### src/rtl/psc_pkg.sv
package psc_pkg;

  typedef enum logic [2:0] {
    ST_IDLE,
    ST_RST,
    ST_FETCH,
    ST_LO,
    ST_HI,
    ST_CHK
  } psc_state_e;

  // both status inputs must be high for a good load
  function automatic logic status_ok(input logic cd, input logic st);
    return cd & st;
  endfunction

  // larger of two counts, used to size shared counters
  function automatic int max2(input int a, input int b);
    return (a > b) ? a : b;
  endfunction

endpackage

### src/rtl/psc_sync.sv
module psc_sync #(
  parameter int W      = 2,
  parameter int STAGES = 2
) (
  input  logic         clk,
  input  logic         rst_n,
  input  logic [W-1:0] d_i,
  output logic [W-1:0] q_o
);

  logic [W-1:0] stage_q [STAGES];

  generate
    for (genvar s = 0; s < STAGES; s++) begin : g_stage
      always_ff @(posedge clk or negedge rst_n) begin
        if (!rst_n) stage_q[s] <= '0;
        else if (s == 0) stage_q[s] <= d_i;
        else stage_q[s] <= stage_q[(s == 0) ? 0 : s-1];
      end
    end
  endgenerate

  assign q_o = stage_q[STAGES-1];

endmodule

### src/rtl/psc_timer.sv
module psc_timer #(
  parameter int W = 8
) (
  input  logic         clk,
  input  logic         rst_n,
  input  logic         load_i,
  input  logic [W-1:0] val_i,
  output logic         zero_o
);

  logic [W-1:0] cnt_q;

  always_ff @(posedge clk or negedge rst_n) begin
    if (!rst_n)              cnt_q <= '0;
    else if (load_i)         cnt_q <= val_i;
    else if (cnt_q != '0)    cnt_q <= cnt_q - 1'b1;
  end

  assign zero_o = (cnt_q == '0);

endmodule

### src/rtl/psc_loader.sv
module psc_loader
  import psc_pkg::*;
#(
  parameter int DATA_W  = 8,
  parameter int RST_CYC = 25000,
  parameter int HALF    = 4,
  parameter int TAIL    = 50
) (
  input  logic              clk,
  input  logic              rst_n,
  input  logic              start_i,
  input  logic              in_valid_i,
  input  logic [DATA_W-1:0] in_data_i,
  input  logic              in_last_i,
  output logic              in_ready_o,
  input  logic              conf_done_i,
  input  logic              status_i,
  output logic              pwrdn_o,
  output logic              cfg_n_o,
  output logic              dclk_o,
  output logic              dat_o,
  output logic              busy_o,
  output logic              done_o,
  output logic              err_o
);

  localparam int TW = $clog2(max2(RST_CYC, HALF) + 1);
  localparam int CW = $clog2(max2(TAIL, DATA_W) + 1);
  localparam logic [TW-1:0] RST_LOAD  = TW'(RST_CYC - 1);
  localparam logic [TW-1:0] HALF_LOAD = TW'(HALF - 1);
  localparam logic [CW-1:0] BYTE_BITS = CW'(DATA_W - 1);
  localparam logic [CW-1:0] TAIL_BITS = CW'(TAIL - 1);

  psc_state_e        st_q;
  logic [DATA_W-1:0] shreg_q;
  logic [CW-1:0]     bits_q;
  logic              last_q, tail_q;
  logic              cfg_n_q, dclk_q, dat_q, pwrdn_q, done_q, err_q;

  // named internal events
  logic       start_acc, byte_acc, tmr_zero, lo_end, hi_end;
  logic       more_bits, enter_tail, load_end;
  logic       tmr_load;
  logic [TW-1:0] tmr_val;
  logic [1:0] stat_s;

  assign start_acc  = (st_q == ST_IDLE) && start_i;
  assign byte_acc   = (st_q == ST_FETCH) && in_valid_i;
  assign lo_end     = (st_q == ST_LO) && tmr_zero;
  assign hi_end     = (st_q == ST_HI) && tmr_zero;
  assign more_bits  = hi_end && (bits_q != '0);
  assign enter_tail = hi_end && (bits_q == '0) && !tail_q && last_q;
  assign load_end   = (st_q == ST_CHK);

  assign tmr_load = start_acc || byte_acc || lo_end || hi_end;
  assign tmr_val  = (st_q == ST_IDLE) ? RST_LOAD : HALF_LOAD;

  psc_timer #(.W(TW)) u_timer (
    .clk    (clk),
    .rst_n  (rst_n),
    .load_i (tmr_load),
    .val_i  (tmr_val),
    .zero_o (tmr_zero)
  );

  psc_sync #(.W(2), .STAGES(2)) u_sync (
    .clk   (clk),
    .rst_n (rst_n),
    .d_i   ({conf_done_i, status_i}),
    .q_o   (stat_s)
  );

  always_ff @(posedge clk or negedge rst_n) begin
    if (!rst_n) begin
      st_q    <= ST_IDLE;
      shreg_q <= '0;
      bits_q  <= '0;
      last_q  <= 1'b0;
      tail_q  <= 1'b0;
      cfg_n_q <= 1'b1;
      dclk_q  <= 1'b0;
      dat_q   <= 1'b0;
      pwrdn_q <= 1'b1;
      done_q  <= 1'b0;
      err_q   <= 1'b0;
    end else begin
      unique case (st_q)
        ST_IDLE: if (start_i) begin
          done_q  <= 1'b0;
          err_q   <= 1'b0;
          pwrdn_q <= 1'b0;
          cfg_n_q <= 1'b0;
          tail_q  <= 1'b0;
          st_q    <= ST_RST;
        end
        ST_RST: if (tmr_zero) begin
          cfg_n_q <= 1'b1;
          st_q    <= ST_FETCH;
        end
        ST_FETCH: if (in_valid_i) begin
          shreg_q <= in_data_i;
          last_q  <= in_last_i;
          bits_q  <= BYTE_BITS;
          dat_q   <= in_data_i[0];
          st_q    <= ST_LO;
        end
        ST_LO: if (tmr_zero) begin
          dclk_q <= 1'b1;
          st_q   <= ST_HI;
        end
        ST_HI: if (tmr_zero) begin
          dclk_q <= 1'b0;
          if (bits_q != '0) begin
            bits_q <= bits_q - 1'b1;
            if (!tail_q) begin
              shreg_q <= shreg_q >> 1;
              dat_q   <= shreg_q[1];
            end
            st_q <= ST_LO;
          end else if (tail_q) begin
            st_q <= ST_CHK;
          end else if (last_q) begin
            tail_q <= 1'b1;
            dat_q  <= 1'b0;
            bits_q <= TAIL_BITS;
            st_q   <= ST_LO;
          end else begin
            st_q <= ST_FETCH;
          end
        end
        ST_CHK: begin
          if (status_ok(stat_s[1], stat_s[0])) done_q <= 1'b1;
          else                                 err_q  <= 1'b1;
          tail_q <= 1'b0;
          st_q   <= ST_IDLE;
        end
        default: st_q <= ST_IDLE;
      endcase
    end
  end

  assign in_ready_o = (st_q == ST_FETCH);
  assign busy_o     = (st_q != ST_IDLE);
  assign pwrdn_o    = pwrdn_q;
  assign cfg_n_o    = cfg_n_q;
  assign dclk_o     = dclk_q;
  assign dat_o      = dat_q;
  assign done_o     = done_q;
  assign err_o      = err_q;

endmodule

### config.mk
export PLATFORM = sky130hd
export DESIGN_NAME = psc_loader
export DESIGN_NICKNAME = d
export VERILOG_FILES = /design/src/rtl/psc_pkg.sv /design/src/rtl/psc_sync.sv /design/src/rtl/psc_timer.sv /design/src/rtl/psc_loader.sv
export SDC_FILE = /design/constraint.sdc
export NUM_CORES = 1
export LEC_CHECK = 0
export ABC_AREA = 1
export BUFFER_PORTS_ARGS = -buffer_cell sky130_fd_sc_hd__buf_4
export CORE_MARGIN = 2
export CORE_UTILIZATION = 62
export CTS_BUF_LIST = sky130_fd_sc_hd__clkbuf_8
export CTS_CLUSTER_SIZE = 14
export DETAILED_ROUTE_END_ITERATION = 8
export PLACE_DENSITY = 0.92
export SLEW_MARGIN = 20
export SYNTH_ARGS = -nofsm -noshare
export SYNTH_HDL_FRONTEND = slang
export SYNTH_HIERARCHICAL = 1
export SYNTH_SLANG_ARGS = --single-unit
### constraint.sdc
create_clock -name clk -period 2.65 [get_ports clk]
set_clock_uncertainty 0.1 [all_clocks]
set_input_delay 0.795 -clock clk [delete_from_list [all_inputs] [get_ports clk]]
set_output_delay 0.795 -clock clk [all_outputs]
set_load 0.01 [all_outputs]
== Yosys cells after proc, flatten, opt, wreduce, memory -nomap -nowiden ==
Index checks and enable logic that the tools add are counted.

* Flip-flop bits (word level): 44
* Bits of input ports: 15
* Logic and storage cells: 107

* $add $sub $neg: 2
* Equal/unequal tests: 17
* Mux-type cells: 44
* Bitwise gates (word level): 1
* Reductions and logical operators: 29

{| class="wikitable"
|+ Operator list
! operator !! number
|-
| $mux W15 || 3
|-
| $mux W8 || 4
|-
| $mux W6 || 5
|-
| $mux W3 || 7
|-
| $reduce_and A5 Y1 || 4
|-
| $mux W1 || 16
|-
| $ne A2 B2 Y1 const B || 8
|-
| $pmux W8 S2 || 1
|-
| $logic_not A15 Y1 || 1
|-
| $pmux W3 S5 || 1
|-
| $reduce_bool A15 Y1 || 1
|-
| $sub A15 B1 Y15 const B || 1
|-
| $pmux W6 S2 || 1
|-
| $reduce_and A3 Y1 || 4
|-
| $pmux W1 S2 || 5
|-
| $reduce_bool A2 Y1 || 5
|-
| $eq A3 B2 Y1 const B || 2
|-
| $eq A3 B3 Y1 const B || 2
|-
| $ne A3 B2 Y1 const B || 2
|-
| $reduce_bool A3 Y1 || 2
|-
| $reduce_bool A6 Y1 || 1
|-
| $sub A6 B1 Y6 const B || 1
|-
| $logic_and A1 B1 Y1 || 4
|-
| $ne A2 B1 Y1 const B || 2
|-
| other kinds (7) || 10
|}

== Longest topological paths before layout ==
Gate-level depths: netlist of the first run.

* Depth in word-level cells: 6
* Depth in mapped cells: 14
* Gate-level depth less buffers: 13

== By module ==
Netlist of the first run, hierarchy kept.

{| class="wikitable"
|+ Modules (own cells, without submodules)
! module !! times used !! cells each !! area an instance (um^2) !! sequential area each (um^2)
|-
| psc_loader || 1 || 204 || 1,443.9 || 603.1
|-
| psc_timer || 1 || 154 || 1,097.3 || 375.4
|-
| psc_sync || 1 || 6 || 115.1 || 100.1
|}

== Least setup slack after synthesis of the first run ==
OpenSTA, ideal clock, no wires.

* Kind: reg-to-reg
* Start point: register u_timer.cnt_q[0]
* End point: register u_timer.cnt_q[0]
* Library setup time: 0.122 ns
* Arrival: 2.047 ns
* Path slack: 0.380 ns
* Stages on the path, launching flop included: 14
* Clock period less this slack: 2.270 ns
* Path through: dfrtp_1 > inv_1 > ha_1 > nand3_4 > nor2_4 > nand3_4 > inv_1 > nand3_2 > nand4_1 > buf_2 > clkbuf_1 > o21ai_0 > nand2_1 > o21ai_1

* Longest elaborated chain between the ends: 5
* Elaborated cells on any way between the ends: 10
* Classes of those cells: add/sub: 1; mux: 2; reduce/logical: 7

{| class="wikitable"
|+ Ends and longest elaborated chain
! element !! line !! RTL
|-
| start: declaration || psc_timer.sv:11 || <nowiki>logic [W-1:0] cnt_q;</nowiki>
|-
| start signal: assignment || psc_timer.sv:15 || <nowiki>else if (load_i) cnt_q <= val_i;</nowiki>
|-
| start signal: assignment || psc_timer.sv:16 || <nowiki>else if (cnt_q != '0) cnt_q <= cnt_q - 1'b1;</nowiki>
|-
| $logic_not A15 Y1 * || psc_timer.sv:19 || <nowiki>assign zero_o = (cnt_q == '0);</nowiki>
|-
| named net tmr_zero || psc_loader.sv:41 || <nowiki>logic start_acc, byte_acc, tmr_zero, lo_end, hi_end;</nowiki>
|-
| $logic_and A1 B1 Y1 || psc_loader.sv:49 || <nowiki>assign lo_end = (st_q == ST_LO) && tmr_zero;</nowiki>
|-
| $logic_or A1 B1 Y1 || psc_loader.sv:55 || <nowiki>assign tmr_load = start_acc || byte_acc || lo_end || hi_end;</nowiki>
|-
| $logic_or A1 B1 Y1 * || psc_loader.sv:55 ||
|-
| named net tmr_load || psc_loader.sv:43 || <nowiki>logic tmr_load;</nowiki>
|-
| $mux W15 / $reduce_bool A2 Y1 (equally long branches) || n/a ||
|}

The timed path passes the listed nets; every way through them passes the cells marked *. The select of a mux whose other input is x is not followed.
A chain may end at the register's enable or synchronous reset.

== Worst setup path in the final report of the first run ==
* Start point: register u_timer.cnt_q[0]
* End point: register u_timer.cnt_q[8]

Same word-level chain as after synthesis.

==> results.json, run 1 <==
{
  "status": "finished, final reports clean",
  "cts_tree": "yes",
  "critPathCaptureType": "flip-flop",
  "power.density_nw_per_um2": 1100,
  "numCtsBuffers": 5,
  "cp.required_ns": 2.79,
  "hp-class": "reg -> reg",
  "synth_compound_area_share_pct": 6.31,
  "dp_hpwl_um": 3920,
  "synth-edff-count": 0,
  "tns_ns": 0,
  "ys_seq_area_share_pct": 40.6,
  "syn_area_um2": 2660,
  "synthAdderAreaFrac_pct": 0.942,
  "ys.flop_type": "dfrtp_1",
  "syn2layout_area_growth_pct": 12.4,
  "clk_latency_ns": 0.30,
  "synthSimpleGateAreaFrac_pct": 42.0,
  "yosysTopAreaCell": "dfrtp_1",
  "power.total_mw": 3.29,
  "vias_per_cell": 5.30,
  "synth-xor-area-share_pct": 1.98,
  "synth_top_family_by_area": "simple AND/OR/NAND/NOR gates",
  "die_area_um2": 4820,
  "ant_nets": 0,
  "cp_data_arrival_time_ns": 2.49,
  "clockRootBuffer": "clkbuf_8",
  "wl_um": 5430,
  "netlist_instances": 364,
  "grt_setup_unrepaired": "no",
  "nets": 411,
  "layout_common_cells": "137 x nand2_1, 41 x dfrtp_1, 37 x inv_1",
  "start_util_pct": 65.5,
  "finalCritPeriodShare_pct": 88.7,
  "syn_avg_cell_area_um2": 7.30,
  "ir_drop_v": 0.000801,
  "leakagePower_nw": 1.56,
  "ioPinCount": 23,
  "antenna-diode-count": 0,
  "yosys_warnings": 6,
  "report.final.slew_viol_count": 0,
  "drive_gt1_share_pct": 17.5,
  "crit_top_cell": "inv_1",
  "htreeDepth": 2,
  "cts_sinks": 43,
  "drc": 0,
  "clkSlewWorstSetupHoldPaths_ns": 0.08,
  "wl_per_cell_um": 12.2,
  "port-buffer-count": 22,
  "num_rows": 23,
  "fmax_mhz": 425,
  "ys_async_sr_fraction_pct": 100,
  "tightestPinTransition_ns": 0.539,
  "cts_resized": 0,
  "dr.pass1.iters": 4,
  "worstPathCellList": "inv_1 -> ha_1 -> nand3_4 -> nor2_4 -> nand3_4 -> inv_1 -> nand3_2 -> nand4_1 -> buf_4 -> nand2_1 -> o21ai_0 -> nand2_1 -> inv_1",
  "core-area_um2": 4060,
  "synthMuxAreaShare_pct": 0,
  "slowest_stage": "dfrtp_1",
  "ys_seq_elements": 43,
  "crit_path_max_fanout": 24,
  "clockBufferDepth": 2,
  "drv_cap": 0,
  "grt_overflow": 0,
  "max-slew-margin-rel_pct": 64.1,
  "final-setup-viol-count": 0,
  "drt_iter0_markers": 191,
  "post_cts_buffers": 0,
  "synthTopCellsByArea": "dfrtp_1 39%, nand2_1 19%, inv_1 5.2%, nor2_1 4.7%, nand3_1 4.0%",
  "final_common_cell": "nand2_1",
  "gp_congestion": 0.920,
  "die_w_um": 69.5,
  "finalCriticalPeriod_ns": 2.35,
  "grt_max_degree": 44,
  "grt_first_pass_wirelength_um": 10000,
  "die_h_um": 69.5,
  "criticalPathCategory": "reg -> reg",
  "ys_types": 35,
  "max_stage_delay_ns": 0.42,
  "finalHoldViolations": 0,
  "antenna_found_initial": 0,
  "synth_top_area_share_pct": 38.6,
  "vias": 2360,
  "grt_pass1_vias": 2314,
  "worstSetupStartpointType": "flip-flop",
  "globalRouteTotalUtil_pct": 25.3,
  "hold_buffers": 0
}
-- report_power, final --
part | switching [mW] | internal [mW] | total [mW] | leakage, nW
clock | 0.230 | 0.305 | 0.536 | 0.0612
combinational | 1.02 | 0.562 | 1.58 | 0.974
sequential | 0.261 | 0.905 | 1.17 | 0.529
-- cells by family after synthesis --
logic type | count (synthesis)
AOI/OAI and AO/OA | 32
xor gates and xnor gates | 6
adders and majority gates | 2
buffers and inverters | 49
DFF | 43
other | 2
and+or+nand+nor | 230
-- per-layer routing --
layer / GRT usage, % / routed length (um) / part of all wire (%)
met5: 0 / 0 / 0
met4: 7.19 / 83 / 1.5
met3: 4.22 / 296 / 5.5
met2: 42.0 / 2650 / 49
met1: 34.2 / 2400 / 44
-- path summary, 6_finish.rpt --
| path | start | to | slack, ns | cells after the start |
|---|---|---|---|---|
| min in group asynchronous | rst_n | u_timer/cnt_q[5] | 0.37 | 1 |
| max reg2reg | u_timer/cnt_q[0] | u_timer/cnt_q[8] | 0.30 | 13 |
| max in group asynchronous | rst_n | cfg_n_o | 1.70 | 1 |
| min | u_sync/stage_q[2] | u_sync/q_o[0] | 0.26 | 0 |
| min reg2reg | u_sync/stage_q[2] | u_sync/q_o[0] | 0.26 | 0 |
| max | u_timer/cnt_q[0] | u_timer/cnt_q[8] | 0.30 | 13 |
-- worst max-delay path: cells and delay by family, from the launching register on --
| kind | cells | cell delay [ns] |
|---|---|---|
| adder cells (fa/ha/maj) | 1 | 0.33 |
| AND/OR/NAND/NOR | 7 | 0.79 |
| flip-flops | 1 | 0.42 |
| buffers and inverters | 4 | 0.56 |
| AO/OA/AOI/OAI | 1 | 0.08 |
-- Yosys cell counts (3+ instances only) --
cell type,number
a21oi_1,7
buf_4,3
dfrtp_1,41
inv_1,37
inv_2,4
nand2_1,137
nand2_2,4
nand2_4,4
nand3_1,21
nand3_4,3
nand4_1,5
nor2_1,33
nor2_2,6
nor2_4,9
o21ai_0,15
o21ai_1,6
xnor2_1,3
xor2_1,3
-- metrics by stage --
| stage | std cells | area, um^2 | hold slack (ns) | worst slack, ns | utilization (%) |
|---|---|---|---|---|---|
| 5_1_grt | 445 | 2990 | 0.273 | 0.0615 | 73.6 |
| 3_5_place_dp | 437 | 2870 | 0.242 | 0.323 | 70.7 |
| 4_1_cts | 445 | 2990 | 0.260 | 0.278 | 73.6 |
| 6_report | 445 | 2990 | 0.258 | 0.300 | 73.6 |
| 2_1_floorplan | 371 | 2680 | 0.231 | 0.380 | - |
| 3_3_place_gp | 437 | 2870 | 0.237 | 0.419 | 70.7 |
-- state kept, by name (all words and copies together) (netlist names), 2 cells and up --
signal / cells
u_timer/cnt_q: 15
shreg_q: 7
st_q: 3
bits_q: 6
u_sync/q_o: 2
u_sync/stage_q: 2
-- cell type report --
type,instances,area [um^2]
clock inverter,2,35.0
fill,311,1070
timing repair buffer,23,173
inverter,42,160
sequential,43,1080
clock buffer,6,82.6
multi-input combinational,279,1390
tap,50,62.6
(Power assumes the default switching activity.)
==> run 2, diff against run 1 <==
- CORE_MARGIN: 2 -> unset
==> results.json, run 2 (synthesized netlist as in run 1, its figures left out) <==
{
  "status": "finished, final reports clean",
  "antenna_found_initial": 0,
  "dp_slack_ns": 0.346,
  "tightestPinTransition_ns": 0.534,
  "vias": 2328,
  "cp.required_ns": 2.78,
  "largest_reg_flops": 15,
  "die_w_um": 67.5,
  "p_switching_mw": 1.49,
  "die_h_um": 67.5,
  "top_regs": "u_timer/cnt_q: 15 flops, shreg_q: 7 flops, bits_q: 6 flops",
  "drt_iter0_markers": 147,
  "swShare_pct": 47.5,
  "finalCritPeriodShare_pct": 88.5,
  "htreeDepth": 2,
  "reg2reg_depth": 13,
  "layout_common_cells": "137 x nand2_1, 41 x dfrtp_1, 37 x inv_1",
  "dp_hpwl_um": 3890,
  "cts_resized": 0,
  "num_rows": 23,
  "post_cts_buffers": 0,
  "top_register": "u_timer/cnt_q",
  "wl_per_cell_um": 11.9,
  "worstPathCellList": "inv_1 -> ha_1 -> nand3_4 -> nor2_4 -> nand3_4 -> inv_1 -> nand3_2 -> nand4_1 -> buf_4 -> nand2_1 -> o21ai_0 -> nand2_1 -> o21ai_1",
  "finalCriticalPeriod_ns": 2.34,
  "setup_ws_ns": 0.306,
  "drive_gt1_share_pct": 17.5,
  "worstSetupStartpointType": "flip-flop",
  "clockRootBuffer": "clkbuf_8",
  "hold_buffers": 0,
  "max_stage_delay_ns": 0.41,
  "final_common_cell": "nand2_1",
  "clk_latency_ns": 0.30,
  "p_int_mw": 1.65,
  "dr.pass1.iters": 4,
  "numCtsBuffers": 5,
  "ant_nets": 0,
  "power.density_nw_per_um2": 1060,
  "critPathCaptureType": "flip-flop",
  "rr_endpoint": "u_timer/cnt_q[0]",
  "final_core_util_pct": 72.9,
  "grt_setup_unrepaired": "no",
  "grt_first_pass_wirelength_um": 8990,
  "r2r_start": "u_timer/cnt_q[0]",
  "crit_cells": 13,
  "cts_tree": "yes",
  "ir_drop_v": 0.000726,
  "pwr-share-seq_pct": 37.0,
  "max-slew-margin-rel_pct": 64.4,
  "crit_family": "simple AND/OR/NAND/NOR gates",
  "start_util_pct": 65.5,
  "grt_pass1_vias": 2085,
  "drc": 0,
  "clockBufferDepth": 2,
  "ioPinCount": 23,
  "crit_path_max_fanout": 24,
  "tns_ns": 0,
  "wl_um": 5290,
  "core-area_um2": 4060,
  "hp-class": "reg -> reg",
  "globalRouteTotalUtil_pct": 26.5,
  "crit_buf_inv": 3,
  "port-buffer-count": 22,
  "die_area_um2": 4550,
  "fmax_mhz": 427,
  "p_clk_share_pct": 13.1,
  "fin_cells": 445,
  "grt_overflow": 0,
  "antenna-diode-count": 0,
  "drv_cap": 0,
  "cp-endpoint": "u_timer/cnt_q[0]",
  "place_inst": 437,
  "grt_max_degree": 44,
  "final-setup-viol-count": 0,
  "leakagePower_nw": 1.54,
  "criticalPathCategory": "reg -> reg",
  "syn2layout_area_growth_pct": 11.3,
  "clkSlewWorstSetupHoldPaths_ns": 0.08,
  "slowest_stage": "dfrtp_1",
  "regToRegSetupSlack_ns": 0.31,
  "report.final.slew_viol_count": 0,
  "nets": 411,
  "vias_per_cell": 5.23,
  "critPathLaunch": "u_timer/cnt_q[0]",
  "cp_data_arrival_time_ns": 2.47,
  "finalHoldViolations": 0,
  "cts_sinks": 43,
  "power_frac_comb_pct": 49.9,
  "holdWs_ns": 0.260,
  "gp_congestion": 0.928
}
## run 2: stage by stage
step | area (um^2) | power [mW]
floorplan | 2680 | 2.37
global placement | 2870 | 2.66
detailed placement | 2870 | 2.72
CTS | 2960 | 3.14
global route | 2960 | 3.43
finish | 2960 | 3.14
## run 2: worst min path at each step
| stage | from | cells after the start | slack (ns) | endpoint |
|---|---|---|---|---|
| 3_3_place_gp | u_sync/stage_q[3] | 0 | 0.24 | u_sync/q_o[1] |
| 5_1_grt | u_sync/stage_q[2] | 0 | 0.27 | u_sync/q_o[0] |
| 2_1_floorplan | u_sync/stage_q[2] | 0 | 0.23 | u_sync/q_o[0] |
| 6_report | u_sync/stage_q[2] | 0 | 0.26 | u_sync/q_o[0] |
| 4_1_cts | u_sync/stage_q[2] | 0 | 0.26 | u_sync/q_o[0] |
| 3_5_place_dp | u_sync/stage_q[2] | 0 | 0.24 | u_sync/q_o[0] |
## run 2: cell type report
class	instances	area (um^2)
flip-flops and latches	43	1080
clock inverters	3	20.0
repair buffers	23	173
multi-input cells	279	1390
inverters	42	160
well taps	50	62.6
fillers	311	1100
clock buffers	5	68.8
## run 2: power groups by stage
stage	logic (mW)	clock network, mW	registers (mW)
after floorplan	1.25	0	1.12
after global placement	1.50	0	1.15
after detailed placement	1.55	0	1.17
after CTS	1.57	0.422	1.16
after global routing	1.80	0.440	1.19
final	1.57	0.411	1.16
## run 2: layer usage
metal | track usage [%] | vias up | wire length [um]
met3 | 5.41 | 12 | 257
met4 | 9.31 | 0 | 96
met1 | 34.5 | 1062 | 2400
met2 | 43.6 | 71 | 2540
li1 | - | 1183 | -
met5 | 0 | - | 0
## run 2: worst register-to-register path, delay by kind of cell (launching register included)
kind	cells	cell delay [ns]
AO/OA/AOI/OAI	2	0.15
flip-flops	1	0.41
AND/OR/NAND/NOR	7	0.78
adder cells (fa/ha/maj)	1	0.34
buffers and inverters	3	0.50
